--- src/rtl/dacfe_pkg.sv ---
package dacfe_pkg;
  localparam int WORD_W = 16;
  localparam int CNT_W  = $clog2(WORD_W + 1);
  localparam int SYNC_STAGES = 2;
  localparam logic [WORD_W-1:0] CLEAR_CODE = '0;
endpackage

--- src/rtl/dacfe_pin_sync.sv ---
module dacfe_pin_sync #(
  parameter int N = 4,
  parameter int STAGES = 2,
  parameter logic [N-1:0] IDLE = '0
) (
  input  logic         clk,
  input  logic         rst_n,
  input  logic [N-1:0] pin,
  output logic [N-1:0] lvl,
  output logic [N-1:0] rise,
  output logic [N-1:0] fall
);
  for (genvar g = 0; g < N; g++) begin : g_bit
    logic [STAGES-1:0] chain;
    logic              prev;
    always_ff @(posedge clk or negedge rst_n) begin
      if (!rst_n) begin
        chain <= {STAGES{IDLE[g]}};
        prev  <= IDLE[g];
      end else begin
        chain <= {chain[STAGES-2:0], pin[g]};
        prev  <= chain[STAGES-1];
      end
    end
    assign lvl[g]  = chain[STAGES-1];
    assign rise[g] = chain[STAGES-1] & ~prev;
    assign fall[g] = ~chain[STAGES-1] & prev;
  end
endmodule

--- src/rtl/dacfe_shift_rx.sv ---
module dacfe_shift_rx #(
  parameter int W = 16,
  parameter int CW = 5
) (
  input  logic         clk,
  input  logic         rst_n,
  input  logic         cs_lvl,
  input  logic         cs_fall,
  input  logic         cs_rise,
  input  logic         sclk_rise,
  input  logic         din_lvl,
  output logic [W-1:0] word,
  output logic         frame_ok,
  output logic         frame_bad
);
  localparam logic [CW-1:0] FULL = CW'(W);
  logic [CW-1:0] cnt;
  logic          take;

  assign take = sclk_rise && !cs_lvl && (cnt < FULL);

  always_ff @(posedge clk or negedge rst_n) begin
    if (!rst_n) begin
      cnt  <= '0;
      word <= '0;
    end else if (cs_fall) begin
      cnt <= '0;
    end else if (take) begin
      cnt  <= cnt + 1'b1;
      word <= {word[W-2:0], din_lvl};
    end
  end

  assign frame_ok  = cs_rise && (cnt == FULL);
  assign frame_bad = cs_rise && (cnt != FULL);

  AST_CNT_LIMIT: assert property (@(posedge clk) disable iff (!rst_n)
    cnt <= FULL);
  AST_IDLE_NO_SHIFT: assert property (@(posedge clk) disable iff (!rst_n)
    cs_lvl |=> $stable(word) && $stable(cnt));
  AST_FULL_KEEPS: assert property (@(posedge clk) disable iff (!rst_n)
    (cnt == FULL) && !cs_fall |=> $stable(word));
  AST_OK_BAD_EXCL: assert property (@(posedge clk) disable iff (!rst_n)
    $onehot0({frame_ok, frame_bad}));
endmodule

--- src/rtl/dacfe_latch_ctrl.sv ---
module dacfe_latch_ctrl #(
  parameter int W = 16,
  parameter logic [W-1:0] CLEAR = '0
) (
  input  logic         clk,
  input  logic         rst_n,
  input  logic         four_wire,
  input  logic         frame_ok,
  input  logic         frame_bad,
  input  logic [W-1:0] word,
  input  logic         ldac_fall,
  output logic [W-1:0] code,
  output logic         frame_err
);
  logic [W-1:0] staged;
  logic         pending;

  always_ff @(posedge clk or negedge rst_n) begin
    if (!rst_n) begin
      code      <= CLEAR;
      staged    <= CLEAR;
      pending   <= 1'b0;
      frame_err <= 1'b0;
    end else begin
      if (frame_ok) begin
        frame_err <= 1'b0;
        if (four_wire) begin
          staged  <= word;
          pending <= 1'b1;
        end else begin
          code <= word;
        end
      end else if (frame_bad) begin
        frame_err <= 1'b1;
      end
      if (four_wire && ldac_fall && pending && !frame_ok) begin
        code    <= staged;
        pending <= 1'b0;
      end
    end
  end

  AST_BAD_NO_LOAD: assert property (@(posedge clk) disable iff (!rst_n)
    frame_bad && !ldac_fall |=> $stable(code) && frame_err);
  AST_GOOD_CLEARS: assert property (@(posedge clk) disable iff (!rst_n)
    frame_ok |=> !frame_err);
  AST_FOUR_CS_HOLD: assert property (@(posedge clk) disable iff (!rst_n)
    four_wire && frame_ok && !ldac_fall |=> $stable(code) && pending);
  AST_PEND_DONE: assert property (@(posedge clk) disable iff (!rst_n)
    four_wire && ldac_fall && pending && !frame_ok |=> !pending);
  AST_NOPEND_STILL: assert property (@(posedge clk) disable iff (!rst_n)
    four_wire && ldac_fall && !pending && !frame_ok |=> $stable(code));
  AST_THREE_NO_STROBE: assert property (@(posedge clk) disable iff (!rst_n)
    !four_wire && !frame_ok |=> $stable(code));
endmodule

--- src/rtl/serial_dac_front.sv ---
module serial_dac_front
  import dacfe_pkg::*;
(
  input  logic              clk,
  input  logic              rst_n,
  input  logic              four_wire,
  input  logic              cs_n,
  input  logic              sclk,
  input  logic              din,
  input  logic              ldac_n,
  output logic [WORD_W-1:0] dac_code,
  output logic              frame_err
);
  localparam int PINS = 4;
  localparam int P_CS = 0;
  localparam int P_SCK = 1;
  localparam int P_DIN = 2;
  localparam int P_LD = 3;
  localparam logic [PINS-1:0] IDLE_LVL = 4'b1001;

  logic [PINS-1:0] pin_lvl, pin_rise, pin_fall;
  logic [WORD_W-1:0] rx_word;
  logic rx_ok, rx_bad;

  dacfe_pin_sync #(.N(PINS), .STAGES(SYNC_STAGES), .IDLE(IDLE_LVL)) u_sync (
    .clk (clk),
    .rst_n (rst_n),
    .pin ({ldac_n, din, sclk, cs_n}),
    .lvl (pin_lvl),
    .rise (pin_rise),
    .fall (pin_fall)
  );

  dacfe_shift_rx #(.W(WORD_W), .CW(CNT_W)) u_rx (
    .clk (clk),
    .rst_n (rst_n),
    .cs_lvl (pin_lvl[P_CS]),
    .cs_fall (pin_fall[P_CS]),
    .cs_rise (pin_rise[P_CS]),
    .sclk_rise (pin_rise[P_SCK]),
    .din_lvl (pin_lvl[P_DIN]),
    .word (rx_word),
    .frame_ok (rx_ok),
    .frame_bad (rx_bad)
  );

  dacfe_latch_ctrl #(.W(WORD_W), .CLEAR(CLEAR_CODE)) u_latch (
    .clk (clk),
    .rst_n (rst_n),
    .four_wire (four_wire),
    .frame_ok (rx_ok),
    .frame_bad (rx_bad),
    .word (rx_word),
    .ldac_fall (pin_fall[P_LD]),
    .code (dac_code),
    .frame_err (frame_err)
  );

  AST_RESET_CLEAR: assert property (@(posedge clk)
    !rst_n |=> dac_code == CLEAR_CODE && !frame_err);
  AST_THREE_LOADS: assert property (@(posedge clk) disable iff (!rst_n)
    !four_wire && rx_ok |=> dac_code == $past(rx_word));
endmodule

--- config.mk ---
export PLATFORM = sky130hd
export DESIGN_NAME = serial_dac_front
export DESIGN_NICKNAME = d
export VERILOG_FILES = /design/src/rtl/dacfe_pkg.sv /design/src/rtl/dacfe_pin_sync.sv /design/src/rtl/dacfe_shift_rx.sv /design/src/rtl/dacfe_latch_ctrl.sv /design/src/rtl/serial_dac_front.sv
export SDC_FILE = /design/constraint.sdc
export NUM_CORES = 1
export LEC_CHECK = 0
export CAP_MARGIN = 20
export CELL_PAD_IN_SITES_DETAIL_PLACEMENT = 0
export CELL_PAD_IN_SITES_GLOBAL_PLACEMENT = 2
export CORE_MARGIN = 2
export CORE_UTILIZATION = 35
export CTS_CLUSTER_DIAMETER = 120
export DETAILED_ROUTE_END_ITERATION = 7
export PLACE_DENSITY_LB_ADDON = 0.05
export SLEW_MARGIN = 0
export SYNTH_ARGS = -nofsm -noshare
export SYNTH_HDL_FRONTEND = slang
export SYNTH_SLANG_ARGS = --single-unit
--- constraint.sdc ---
create_clock -name clk -period 3.65 [get_ports clk]
set_clock_uncertainty 0.15 [all_clocks]
set_input_delay 0.73 -clock clk [delete_from_list [all_inputs] [get_ports clk]]
set_output_delay 0.73 -clock clk [all_outputs]
set_load 0.02 [all_outputs]
-- Yosys cells after proc, flatten, opt, wreduce, memory -nomap -nowiden
Cells that the tools add are included.
- bits of input ports: 7
- flip-flop bits (word level): 66
- bits in latches: 0
- memories kept: 0
- memory bits (read-only): 0
- RAM bits: 0
- order comparisons: 1
- add/subtract/negate cells: 1
- reduce and logical (&&, ||, !) cells: 17
- bitwise operators: 9
- multiply operators: 0
- equality and inequality tests: 3
- shifts and indexed selects: 0
- div/mod/pow operators: 0
- muxes and demuxes: 10
- operator list (kind ; number):
    $mux 16 ; 3
    $mux 5 ; 2
    $reduce_and 2->1 ; 4
    $reduce_bool 2->1 ; 4
    $logic_and 1x1->1 ; 7
    $add 5x1->5 const B ; 1
    $eq 5x5->1 const B ; 1
    $lt 5x5->1 const B ; 1
    $mux 1 ; 5
    $ne 5x5->1 const B ; 1
    $not 1->1 ; 5
    $and 1x1->1 ; 4
    $logic_not 1->1 ; 2
    $ne 2x1->1 const B ; 1

-- Logic depth before layout (Yosys ltp)
- word-level depth: 7
- depth in mapped cells: 8

-- Hierarchy
A second synthesis with hierarchy kept.
- cells, all modules: 182
- area, all modules: 2717.6 µm²
- by module, submodules not included (module ; area each (µm²) ; seq. area each (µm²) ; cells an instance ; times used):
    dacfe_latch_ctrl ; 1383.8 ; 850.8 ; 96 ; 1
    dacfe_shift_rx ; 945.9 ; 525.5 ; 62 ; 1
    dacfe_pin_sync ; 387.9 ; 307.8 ; 24 ; 1

-- Worst setup path after synthesis
No wires, ideal clock.
- path type: register to register
- start: register u_rx.cnt[0]
- end: register u_latch.code[10]
- stages on the path, launching flop included: 8
- path buffers: 1
- setup time: 0.111 ns
- path slack: 1.551 ns
- arrival time: 1.838 ns
- period minus slack after synthesis: 2.099 ns
- cell sequence: dfrtp_1 > inv_1 > ha_1 > nand2_1 > nor4b_4 > mux2_2 > buf_4 > a222oi_1
- word-level cells in the longest chain between the ends: 6
- elaborated cells on any way between the ends: 8
- ends and longest elaborated chain (item ; line ; RTL):
    start, declared ; dacfe_shift_rx.sv:17 ; logic [CW-1:0] cnt;
    start signal, assigned ; dacfe_shift_rx.sv:29 ; cnt <= cnt + 1'b1;
    $eq 5x5->1 (*) ; dacfe_shift_rx.sv:34 ; assign frame_ok = cs_rise && (cnt == FULL);
    $logic_and 1x1->1 (*) ; dacfe_shift_rx.sv:34 ;
    $logic_not 1->1 ; dacfe_latch_ctrl.sv:36 ; if (four_wire && ldac_fall && pending && !frame_ok) begin
    $logic_and 1x1->1 ; dacfe_latch_ctrl.sv:36 ;
    $ne 2x1->1 (no line) / $reduce_bool 2->1 (equally long branches) ; - ;
    $reduce_and 2->1 (no line) ; - ;
    end signal, assigned ; dacfe_latch_ctrl.sv:31 ; code <= word;
    end signal, assigned ; dacfe_latch_ctrl.sv:37 ; code <= staged;
    end, declared ; dacfe_latch_ctrl.sv:12 ; output logic [W-1:0] code,
Mark *: on every way between the ends. The rest lies on a longest branch, timed or not.
A chain may end at the register's enable or synchronous reset.

-- Final worst setup path
- start: input four_wire
- end: register u_latch.code[6]
- word-level cells in the longest chain between the ends: 5
- elaborated cells on any way between the ends: 7
- ends and longest elaborated chain (item ; line ; RTL):
    start, declared ; serial_dac_front.sv:6 ; input logic four_wire,
    $logic_and 1x1->1 (3 in series) ; dacfe_latch_ctrl.sv:36 ;
    $ne 2x1->1 (no line) / $reduce_bool 2->1 (equally long branches) ; - ;
    $reduce_and 2->1 (no line) ; - ;
Several ways; a longest one is shown, not always the timed one.

==> flow_summary.ini <==
[run_status]
status = finished clean

[routing]
via_per_inst = 4.75
routedWlPerCell_um = 14.1
wl_um = 5010
route.vias.total = 1691
first_pass_iters = 7
antenna_left = 0
remaining_drc_errors = 0
drt_iter0_drc = 133

[global_route]
grt_use_total_pct = 13.9
grt_max_degree = 46
met3_usage_pct = 5.11
grt_pass1_wl_um = 8710
met1_usage_pct = 18.8
grt_pass1_vias = 1776
grt-ovfl-total = 0
antenna_found_initial = 0
grt_busiest_layer = met2
met2_usage_pct = 20.1

[cts]
cts_tree = built
insertion_delay_ns = 0.33
cts_max_level = 3
postCtsSetupRepairBufs = 0
hold_buffers = 0
clk_path_buf_depth = 2
cts.clk_slew.worst_paths_ns = 0.07
cts_buffers = 9
cts_root_buf = clkbuf_8
clkSinkCount = 66
cts_resized = 0

[power]
p_leak_nw = 1.58
ir_drop_uv = 200
power_mw = 1.42
p_per_area_nw_per_um2 = 454

[yosys]
syn_avg_cell_area_um2 = 11.7
yosysSeqAreaShare_pct = 64.3
yosysWarnings = 0
synthArstFlopShare_pct = 100
netlist_instances = 221
synth_area_um2 = 2580
ys_types = 28
ys_seq_elements = 66
synth_edf_count = 0
synth-main-ff-cell = dfrtp_1
syn_nets = 230

[floorplanning]
core_um2 = 7180
io_pins = 24
die_h_um = 89.8
start_util_pct = 35.9
die_area_um2 = 8070
num_rows = 31
die_w_um = 89.8

[sta]
period_minus_slack_ns = 2.35
setup_violations = 0
fin_crit_sh_pct = 64.3
relSlewSlack_pct = 47.0
clock.fmax_mhz = 426
rsz0062_at_grt = false
tightest_slew_ns = 0.794
finalSetupTns_ns = 0
finalHoldViolations = 0
slew_violations = 0

[placed_design]
gp_congestion = 0.712
dp_hpwl_um = 3100
portBuffers = 23

[worst_setup_path]
r2r_end = u_latch.code[6]
reg2regPathDepth = 6
arrival_ns = 2.37
crit_type = input pin to register
critPathMaxFanout = 16
crit_path_end_kind = register
regToRegSetupSlack_ns = 1.35
rr_startpoint = u_rx.cnt[0]
worstPathRequired_ns = 3.67
start_kind = input pin

[cells_and_area]
diodes = 0
layout_commonest_cell = dfrtp_1
layout_common_cells = 60 x dfrtp_1, 51 x inv_1, 22 x clkdlybuf4s50_1, 21 x nand2_1, 21 x o21ai_0
nets = 261
area_growth_pct = 21.1
fin_util_pct = 43.5
layout-drive-gt1-share_pct = 12.5

[min_path]
hp-class = input pin to async pin

[run]
maxCapViolations = 0
-- state kept, by name, indices dropped and copies added (netlist names) --
name	count
u_latch.code	16
u_latch.frame_err	1
u_latch.pending	1
u_latch.staged	16
u_rx.cnt	5
u_rx.word	16
u_sync.g_bit.chain	8
u_sync.g_bit.prev	3
-- metal layers --
metal  wire (um)  vias up
li1            -      796
met1        2400      839
met2        2240       49
met3         306        7
met4          72        0
met5           0        -
-- through the flow --
stage                     instances  hold slack (ns)  worst slack (ns)  instance area, um^2
after CTS                       355            0.208              1.31                 3100
after global routing            356            0.118              1.16                 3120
final                           356            0.125              1.30                 3120
after detailed placement        339            0.192             0.962                 2920
after floorplan                 221            0.181              1.55                 2580
after global placement          339            0.182              1.03                 2920
-- cell usage after synthesis, drive strengths merged, types with 3 or more instances --
cell	count	area share [%]
nand2	22	3.3
nor2	4	0.68
a222oi	16	6.2
inv	51	7.4
o21ai	21	4.1
dfstp	6	6.1
mux2i	16	6.2
clkbuf	3	0.44
dfrtp	60	58
buf	5	1.2
-- worst max-delay path by stage --
stage	startpoint	to
after global routing	u_rx.cnt[4]	u_rx.word[0]
after floorplan	u_rx.cnt[0]	u_latch.code[10]
after detailed placement	four_wire	u_latch.code[11]
after global placement	four_wire	u_latch.code[6]
final	four_wire	u_latch.code[6]
after CTS	four_wire	u_latch.code[4]
-- cells by family (layout without fill, tap and decap cells) --
| logic type | after synthesis | count (layout) | synth area share [%] |
|---|---|---|---|
| buffers and inverters | 59 | 95 | 9.02 |
| AND/OR/NAND/NOR | 35 | 35 | 7.08 |
| flip-flops | 66 | 66 | 64.3 |
| adder cells (fa/ha/maj) | 2 | 2 | 0.970 |
| AO/OA/AOI/OAI | 41 | 41 | 11.5 |
| multiplexers | 18 | 18 | 7.08 |
-- worst max-delay path, stage by stage --
cell,delay (ns)
clkdlybuf4s50_1,0.54
nand4b_1,0.19
nor2_2,0.65
a222oi_1,0.26
-- power by group --
group / total, mW / switching, mW / internal, mW
Clock: 0.587 / 0.274 / 0.314
Combinational: 0.0613 / 0.0393 / 0.0220
Sequential: 0.770 / 0.0136 / 0.757
-- cell type report --
type	count	area [um^2]
Sequential cell	66	1660
Fill cell	670	4050
Clock inverter	5	55.1
Tap cell	99	124
Multi-Input combinational cell	96	687
Clock buffer	11	131
Inverter	51	191
Timing Repair Buffer	28	275
No activity file was read; power rests on OpenSTA's default activity.
